File: src/rtl/ldst_agen_pkg.sv
package ldst_agen_pkg;
  localparam int XLEN      = 32;
  localparam int OUT_W     = 64;
  localparam int IDX_W     = 5;
  localparam int SIZE_LSB  = 26;
  localparam int TYPEB_BIT = 29;
  localparam int WIDE_BIT  = 7;
  localparam int REV_BIT   = 9;
  localparam int EXCL_BIT  = 10;

  typedef struct packed {
    logic       regform;
    logic       wide;
    logic       rev;
    logic       excl;
    logic [1:0] size_log2;
  } ls_dec_t;
endpackage

File: src/rtl/agen_decode.sv
module agen_decode
  import ldst_agen_pkg::*;
(
  input  logic [XLEN-1:0] instr,
  output ls_dec_t         dec
);
  logic unused_instr_bits;

  always_comb begin
    dec.regform   = ~instr[TYPEB_BIT];
    dec.size_log2 = instr[SIZE_LSB+1:SIZE_LSB];
    // the attribute bits exist only in the register form
    dec.wide      = dec.regform & instr[WIDE_BIT];
    dec.rev       = dec.regform & instr[REV_BIT];
    dec.excl      = dec.regform & instr[EXCL_BIT];
  end

  assign unused_instr_bits = ^{instr[31:30], instr[28], instr[25:11], instr[8], instr[6:0]};
endmodule

File: src/rtl/agen_addr.sv
module agen_addr
  import ldst_agen_pkg::*;
#(
  parameter int PA_W = 40
) (
  input  logic [XLEN-1:0]  ra_val,
  input  logic [XLEN-1:0]  rb_val,
  input  logic [IDX_W-1:0] ra_idx,
  input  logic [IDX_W-1:0] rb_idx,
  input  logic             wide,
  output logic [OUT_W-1:0] addr
);
  logic [XLEN-1:0]  ra_eff, rb_eff, sum32;
  logic [OUT_W-1:0] wide_addr;

  assign ra_eff = (ra_idx == '0) ? '0 : ra_val;
  assign rb_eff = (rb_idx == '0) ? '0 : rb_val;
  assign sum32  = ra_eff + rb_eff;

  generate
    if (PA_W == XLEN) begin : g_narrow
      assign wide_addr = {{(OUT_W-XLEN){1'b0}}, rb_eff};
    end else if (PA_W < OUT_W) begin : g_masked
      localparam logic [OUT_W-1:0] PA_MASK = (OUT_W'(1) << PA_W) - OUT_W'(1);
      assign wide_addr = {ra_eff, rb_eff} & PA_MASK;
    end else begin : g_full
      assign wide_addr = {ra_eff, rb_eff};
    end
  endgenerate

  assign addr = wide ? wide_addr : {{(OUT_W-XLEN){1'b0}}, sum32};
endmodule

File: src/rtl/agen_check.sv
module agen_check
  import ldst_agen_pkg::*;
(
  input  logic [2:0] addr_lo,
  input  logic [1:0] size_log2,
  input  logic       wide,
  input  logic       user_mode,
  input  logic       align_chk_en,
  output logic       priv_trap,
  output logic       align_fault
);
  logic [2:0] lo_mask;
  logic       misaligned;

  assign lo_mask     = (3'd1 << size_log2) - 3'd1;
  assign misaligned  = (addr_lo & lo_mask) != 3'd0;
  assign priv_trap   = wide & user_mode;
  assign align_fault = ~priv_trap & align_chk_en & misaligned;
endmodule

File: src/rtl/ldst_agen.sv
module ldst_agen
  import ldst_agen_pkg::*;
#(
  parameter int PA_W = 40
) (
  input  logic             clk,
  input  logic             rst,
  input  logic             req_valid,
  input  logic [31:0]      instr,
  input  logic [31:0]      ra_val,
  input  logic [31:0]      rb_val,
  input  logic [4:0]       ra_idx,
  input  logic [4:0]       rb_idx,
  input  logic             user_mode,
  input  logic             align_chk_en,
  output logic             out_valid,
  output logic [63:0]      out_addr,
  output logic [1:0]       out_size_log2,
  output logic             out_rev,
  output logic             out_excl,
  output logic             out_bypass,
  output logic             out_priv_trap,
  output logic             out_align_fault,
  output logic             out_issue
);
  generate
    if (PA_W < XLEN || PA_W > OUT_W) begin : g_bad_width
      $error("ldst_agen: PA_W must lie in 32..64");
    end
  endgenerate

  ls_dec_t          dec;
  logic [OUT_W-1:0] addr_c;
  logic             trap_c, fault_c, take;

  agen_decode u_dec (.instr(instr), .dec(dec));

  agen_addr #(.PA_W(PA_W)) u_addr (
    .ra_val(ra_val), .rb_val(rb_val), .ra_idx(ra_idx), .rb_idx(rb_idx),
    .wide(dec.wide), .addr(addr_c)
  );

  agen_check u_chk_logic (
    .addr_lo(addr_c[2:0]), .size_log2(dec.size_log2), .wide(dec.wide),
    .user_mode(user_mode), .align_chk_en(align_chk_en),
    .priv_trap(trap_c), .align_fault(fault_c)
  );

  assign take = req_valid & dec.regform;

  always_ff @(posedge clk) begin
    if (rst) begin
      out_valid       <= 1'b0;
      out_addr        <= '0;
      out_size_log2   <= '0;
      out_rev         <= 1'b0;
      out_excl        <= 1'b0;
      out_bypass      <= 1'b0;
      out_priv_trap   <= 1'b0;
      out_align_fault <= 1'b0;
      out_issue       <= 1'b0;
    end else begin
      out_valid <= take;
      out_issue <= take & ~trap_c & ~fault_c;
      if (take) begin
        out_addr        <= addr_c;
        out_size_log2   <= dec.size_log2;
        out_rev         <= dec.rev;
        out_excl        <= dec.excl;
        out_bypass      <= dec.wide;
        out_priv_trap   <= trap_c;
        out_align_fault <= fault_c;
      end
    end
  end
endmodule

File: config.mk
export PLATFORM = sky130hd
export DESIGN_NAME = ldst_agen
export DESIGN_NICKNAME = d
export VERILOG_FILES = /design/src/rtl/ldst_agen_pkg.sv /design/src/rtl/agen_decode.sv /design/src/rtl/agen_addr.sv /design/src/rtl/agen_check.sv /design/src/rtl/ldst_agen.sv
export SDC_FILE = /design/constraint.sdc
export NUM_CORES = 1
export LEC_CHECK = 0
export ABC_AREA = 1
export BUFFER_PORTS_ARGS = -buffer_cell sky130_fd_sc_hd__buf_2
export CAP_MARGIN = 40
export CORE_AREA = 4 4 102 104
export DETAILED_ROUTE_END_ITERATION = 8
export DIE_AREA = 0 0 106 108
export GPL_ROUTABILITY_DRIVEN = 0
export PLACE_DENSITY = 0.81
export SKIP_CTS_REPAIR_TIMING = 1
export SKIP_LAST_GASP = 1
export SLEW_MARGIN = 30
export SYNTH_ARGS = -nofsm -noshare
export SYNTH_HDL_FRONTEND = slang
export SYNTH_SLANG_ARGS = --single-unit
File: constraint.sdc
create_clock -name clk -period 3.4 [get_ports clk]
set_clock_uncertainty 0.1 [all_clocks]
set_input_delay 0.34 -clock clk [delete_from_list [all_inputs] [get_ports clk]]
set_output_delay 0.34 -clock clk [all_outputs]
set_load 0.02 [all_outputs]
# Yosys cells after proc, flatten, opt, wreduce, memory -nomap -nowiden
# Cells that the tools add are included.
dict set report totals {
  wordCells 31
  input_bits 111
  ff_bits 73
  output_inout_bits 73
}
dict set report classes {
  shift 1
  add_sub_neg 2
  bitwise 13
  n_reduce_logical 3
  mux 3
}
# op n
set op_table {}
lappend op_table {{2-to-1 mux 32 bit} 2}
lappend op_table {{2-to-1 mux 40 bit} 1}
lappend op_table {{adder 32 bit} 1}
lappend op_table {{logical NOT 5 bit} 2}
lappend op_table {{bitwise AND 1 bit} 9}
lappend op_table {{bitwise AND 3 bit} 1}
lappend op_table {{NOT 1 bit} 3}
lappend op_table {{nonzero test 3 bit} 1}
lappend op_table {{<< shifter 1 x 2 -> 3 bit, first input constant} 1}
lappend op_table {{subtractor 3 x 1 -> 3 bit, second input constant} 1}

# Depth between registers and ports, before layout
# Gate-level depths: netlist of the first run.
dict set report logic_depth {
  ltp_word 9
  mapped_depth 24
}

# Modules after synthesis
# From an unflattened synthesis of the first run, not the netlist that was laid out.
dict set report unflattened {
  cells_unflattened 1104
  area_unflattened_um2 6208.5
}
# mod cells_per_inst n_inst area_per_inst_um2 seq_area_each_um2
set modules_own_cells {}
lappend modules_own_cells {agen_addr 627 1 3135.5 0.0}
lappend modules_own_cells {ldst_agen 455 1 2977.9 1461.4}
lappend modules_own_cells {agen_check 13 1 53.8 0.0}
lappend modules_own_cells {agen_decode 9 1 41.3 0.0}

# Worst setup path before layout of the first run
# Ideal clock, no wire load.
dict set report synth_timing {
  path_kind {input to register}
  start {in rb_idx[0]}
  end {reg out_addr[28]}
  path_slack_ps 559
  t_required_ps 3165
  n_path_buf 2
  setup_ps 135
  arrival_ps 2606
  stages 17
  cell_sequence {inv_1 nand3_4 buf_1 clkbuf_1 nand2_1 inv_1 ha_1 a21oi_1 o21ai_0 a21oi_1 nor2_1 nor4_1 nand2_1 nand2_1 nand3_1 nand2_1 a21oi_1}
}
dict set report synth_between {
  elab_chain_cells 4
}
# item line_no
set synth_lines {}
lappend synth_lines {{start: declaration} ldst_agen.sv:13} ;# input logic [4:0] rb_idx,
lappend synth_lines {{logical NOT 5 bit (*)} agen_addr.sv:17} ;# assign rb_eff = (rb_idx == '0) ? '0 : rb_val;
lappend synth_lines {{2-to-1 mux 32 bit (*)} agen_addr.sv:17}
lappend synth_lines {{adder 32 bit} agen_addr.sv:18} ;# assign sum32 = ra_eff + rb_eff;
lappend synth_lines {{2-to-1 mux 40 bit (*)} agen_addr.sv:31} ;# assign addr = wide ? wide_addr : {{(OUT_W-XLEN){1'b0}}, sum32};
lappend synth_lines {{end signal: assignment} ldst_agen.sv:66} ;# out_addr <= addr_c;
lappend synth_lines {{end: declaration} ldst_agen.sv:17} ;# output logic [63:0] out_addr,
# Mark *: on every way between the ends. The rest lies on a longest branch, timed or not.
# A chain may end at the register's enable or synchronous reset.

# Worst setup path after layout of the first run
dict set report layout_timing {
  start {in rb_idx[3]}
  end {reg out_addr[24]}
}
# The elaborated chain is that of the path after synthesis.

==> impl_results.md, run 1 <==
- Outcome: finished, final reports clean
- Vias/cell: 5.06
- Post-route antenna net violation count: 0
- Avg Cell Area, Syn: 5.87 um^2
- Worst setup EP type: flip-flop
- Cell Count, Final, Fillers Out: ~1100
- Max frequency: between 300 and 400 MHz
- DRT Pass-1 Iters: 6
- Mapped Area: 4690 um^2
- TritonCTS buffer count: 5
- Vias in the first global route: 4680
- Min-delay src: instr[9]
- Syn. warnings: 0
- Rows: 36
- Tot GR Track Use: 22.6%
- Die width: 106 um
- Hold Vio Cnt, Final: 0
- Element type at the critical path start: input pin
- Synth cell types: 38
- Pwr Density: approximately 320 nW/um^2
- Required time of the worst setup path: 3.49 ns
- Synth Instances: 799
- Nets: 1061
- Most frequent cells in the layout: nand2_1 (234), buf_2 (133), inv_1 (109)
- Placed Cells incl. Taps: about 1000
- Longest Clk Path Bufs: 2
- Total negative setup slack: 0 ns
- Clk Latency, worst-skew pair: a little over 0.3 ns
- Tmin final: about 2.8 ns
- Min-Delay Path Class: input pin to flip-flop
- Root Driver: clkbuf_8
- Clock transition at path regs: roughly 0.1 ns
- Max-slew headroom at the worst pin: 58.9%
- Post-synth EDFFs: 0
- Synthesized flop and latch total: 49
- Post-route DRC: 0
- R2R setup slack: around 2.6 ns
- Async SR Flop Fraction: 0%
- H-tree Lvls: 2
- First-pass GRT wire length: around 21000 um
- Core area: 9550 um^2
- Routed WL: between 10000 and 15000 um
- Die area: 11400 um^2
- Lkg Pwr: ~3.1 nW
- Max-cap violations: 0
- Initial DRC count: 366
- Slew Limit Fails: 0
- Synth Flop Type: dfxtp_1
- Area grow syn2layout: 17.3%
- Global route total overflow: 0
- Most common cell after layout, fill and taps aside: nand2_1
- CTS tree: built
- CP Launch Point: rb_idx[3]
- Setup CP Type: input pin to flip-flop
- Final Cycle Share: 83.3%
- Sink Count: 49
- Least-Margin Pin Slew: 0.614 ns
- Reg-to-Reg Start: out_addr[31]
- Via count: approximately 5300
- Die height: 108 um
- Antenna diodes: 0
- Initial antenna violation count: 0
- RSZ-0062 raised after global routing: no
- Seq/Total Area, Yosys: between 20% and 30%
- Detailed placement HPWL: approximately 11000 um
- I/O pin count: 184
- Final setup violation count: 0
- Max IR drop VDD: 169 uV
- Worst-path fanout max: 16
- Layout cells sized above 1: 21.2%
- Largest net degree at the start of global routing: 41
- Fill count: 1024
- Initial Util: 49.1%
- Drt wl/cell: 12.9 um
- IO Port Bufs: about 130
- CP Data Arrival Time: 2.92 ns
==> power breakdown <==
group	leakage, nW	switching, mW	internal (mW)	total (mW)
combinational	2.68	0.474	0.252	0.726
clock	0.0543	0.217	0.221	0.437
sequential	0.401	0.0156	0.608	0.623
==> path summary, 6_finish.rpt <==
kind                  endpoint  depth (start not counted)
setup / recovery  out_addr[24]                         19
hold / removal         out_rev                          3
setup reg to reg  out_addr[31]                          4
hold reg to reg     out_bypass                          2
==> logic make-up after synthesis <==
family | count (synthesis) | share of synthesized area, %
flip-flops | 49 | 20.9
AND/OR/NAND/NOR | 381 | 35.2
adder cells (fa/ha/maj) | 30 | 8.16
XOR/XNOR | 10 | 1.87
other | 1 | 0.0799
buffers and inverters | 167 | 15.3
AO/OA/AOI/OAI | 161 | 18.4
==> cell usage after synthesis, types with 9 or more instances <==
master    count  share of area [%]
nand2_1     234                 19
inv_1       109                8.7
a21oi_1      98                 10
nor2_1       57                4.6
dfxtp_1      49                 21
nand3_1      40                4.3
o21ai_0      35                3.7
ha_1         29                7.7
buf_4        24                3.8
clkbuf_1     19                1.5
nand2_2      17                2.3
nor3_1        9               0.96
xor2_1        9                1.7
==> flip-flops by register name, summed over array words and instances (netlist names) <==
signal           count
out_addr            40
out_size_log2        2
out_align_fault      1
out_bypass           1
out_excl             1
out_issue            1
out_priv_trap        1
out_rev              1
out_valid            1
==> critical path, cell delays in order <==
cell and delay [ns]:
buf_2 0.10, nor2_2 0.14, nand3_4 0.19, buf_4 0.27, buf_4 0.18, nand2_1 0.06
inv_1 0.06, ha_1 0.21, a21oi_1 0.21, o21a_1 0.19, nor2_1 0.05, nor2_1 0.19
inv_1 0.07, a21oi_1 0.27, nand2_1 0.09, nand2_1 0.06, nand3_1 0.06, nand2_1 0.11
a21oi_1 0.06
==> metrics by stage <==
step	setup WS, ns	util [%]	total power [mW]	cell area, um^2	hold slack [ns]
detailed placement	0.277	56.4	1.35	5390	0.355
global placement	0.300	56.4	1.34	5390	0.349
floorplan	0.559	-	1.18	4780	0.368
finish	0.569	57.6	1.79	5500	0.145
CTS	0.596	57.6	1.79	5500	0.146
global route	0.295	57.6	1.91	5500	0.175
==> final cells by class <==
type | count | area [um^2] | area share [%]
clock inverters | 3 | 46.3 | 0.842
well taps | 133 | 166 | 3.03
flip-flops and latches | 49 | 981 | 17.8
inverters | 118 | 443 | 8.05
multi-input cells | 606 | 3080 | 55.9
clock buffers | 5 | 68.8 | 1.25
repair buffers | 140 | 718 | 13.1
==> metal layers <==
metal | share of wire [%] | global-route usage (%)
met4 | 1.6 | 5.37
met5 | 0 | 0
met3 | 7.7 | 3.22
met2 | 46 | 38.8
met1 | 44 | 30.1
Note: power is estimated with default switching activity, not from simulation.
==> run 2, diff against run 1 <==
==> constraint.sdc (replaced) <==
create_clock -name clk -period 2.7 [get_ports clk]
set_clock_uncertainty 0.1 [all_clocks]
set_input_delay 0.27 -clock clk [delete_from_list [all_inputs] [get_ports clk]]
set_output_delay 0.27 -clock clk [all_outputs]
set_load 0.02 [all_outputs]
==> impl_results.md, run 2 (synthesis results as in run 1) <==
- Top sig layer: met4
- Rows: 36
- Least-Margin Pin Slew: 0.675 ns
- Largest regs: out_addr (40), out_size_log2 (2)
- Initial DRC count: just under 500
- Die height: 108 um
- Max-cap violations: 0
- Lkg Pwr: 3.56 nW
- Most common cell after layout, fill and taps aside: nand2_1
- Clock transition at path regs: 0.09 ns
- Tot Pwr: between 2 and 2.5 mW
- Max frequency: 385 MHz
- RSZ-0062 raised after global routing: yes
- Largest net degree at the start of global routing: 29
- Vias/cell: 5.08
- Clk Latency, worst-skew pair: about 0.3 ns
- Biggest register: out_addr
- End-of-flow core utilization: between 60% and 70%
- Worst slack at placement: -0.243 ns
- Min-delay src: instr[10]
- Core area: 9550 um^2
- DRT Pass-1 Iters: 5
- Reg2Reg Depth: 2
- Sink Count: 49
- Tot GR Track Use: 24.3%
- Most frequent cells in the layout: nand2_1 (232), buf_2 (133), inv_1 (108)
- Max reg flops: 40
- R2R setup slack: 1.85 ns
- Pwr Density: 389 nW/um^2
- Global route total overflow: 0
- Required time of the worst setup path: about 2.8 ns
- Initial Util: 49.1%
- Hold depth: 3
- First-pass GRT wire length: 23100 um
- Die width: 106 um
- Initial antenna violation count: 0
- Routed WL: 15300 um
- Final setup violation count: 0
- Hold Vio Cnt, Final: 0
- Setup CP Type: input pin to flip-flop
- Layout cells sized above 1: 29.7%
- Met1 WL: 6530 um
- Drt wl/cell: 13.5 um
- Longest Clk Path Bufs: 2
- Min-Delay Path Class: input pin to flip-flop
- Detailed placement HPWL: 11500 um
- Total negative setup slack: 0 ns
- Antenna diodes: 0
- Hold Path End: out_excl
- IO Port Bufs: 133
- Element type at the critical path start: input pin
- Nets: 1146
- Max IR drop VDD: 208 uV
- Max-slew headroom at the worst pin: 54.9%
- WL met3: between 1000 and 1500 um
- Post-route DRC: 0
- Root Driver: clkbuf_8
- Outcome: finished, final reports clean
- Slew Limit Fails: 0
- Area grow syn2layout: 33.5%
- Die area: 11400 um^2
- Reg2reg end: out_addr[8]
- Final hold slack: 0.0969 ns
- Worst setup EP type: flip-flop
- Worst-path fanout max: 9
- CP Data Arrival Time: 2.68 ns
- Tmin final: roughly 2.6 ns
- Via count: 5778
- Setup ws final: between 0.1 and 0.15 ns
- Met2 WL: 7240 um
- Vias in the first global route: ~5000
- I/O pin count: around 180
- H-tree Lvls: 2
- TritonCTS buffer count: 5
- Reg-to-Reg Start: out_addr[8]
- Post-route antenna net violation count: 0
- CTS tree: built
- Final Cycle Share: 96.3%
## run 2: cell count changes in the layout (fill, tap and decap cells not counted), sizes merged
cell,change
clkinvlp,-1
buf,+83
clkbuf,+1
nand3,+1
## run 2: layer usage
layer | GRT usage (%) | vias up
met5 | 0 | -
met4 | 5.00 | 0
met3 | 2.63 | 26
met2 | 42.3 | 279
met1 | 32.8 | 2565
li1 | - | 2908
## run 2: metrics by stage
stage,area (um^2),std cells
6_report,6260,1138
5_1_grt,6260,1138
4_1_cts,6090,1131
3_5_place_dp,5980,1124
3_3_place_gp,5980,1124
2_1_floorplan,4780,822
## run 2: worst max path at each step
| stage | from | to | slack, ns | depth (start not counted) |
|---|---|---|---|---|
| global placement | rb_idx[4] | out_addr[29] | -0.23 | 17 |
| global route | ra_idx[3] | out_addr[31] | -0.09 | 20 |
| detailed placement | rb_idx[4] | out_addr[23] | -0.24 | 18 |
| finish | rb_idx[4] | out_addr[23] | 0.10 | 19 |
| CTS | rb_idx[4] | out_addr[29] | 0.01 | 17 |
| floorplan | ra_idx[4] | out_addr[28] | 0.005 | 17 |
## run 2: critical path, stage by stage
cell and delay (ns):
buf_2 0.10, nor2_2 0.14, nand3_4 0.10, buf_4 0.17, buf_12 0.13, buf_4 0.14
nand2_1 0.05, inv_1 0.07, ha_1 0.33, buf_4 0.13, nand2_1 0.12, nor4_1 0.24
nand2_1 0.11, nand2_2 0.13, nand2_1 0.09, nand3_1 0.08, nand3_1 0.11, nand2_1 0.11
a21oi_1 0.06
## run 2: power by group
part,total (mW),internal (mW),switching (mW)
Combinational,1.13,0.464,0.662
Clock,0.528,0.270,0.258
Sequential,0.785,0.765,0.0201
## run 2: layout make-up
class                           instances  area, um^2
Clock buffer                            5        68.8
Fill cell                             907        3290
Timing Repair Buffer                  224        1390
Clock inverter                          2        35.0
Tap cell                              133         166
Multi-Input combinational cell        607        3180
Sequential cell                        49         981
Inverter                              118         443
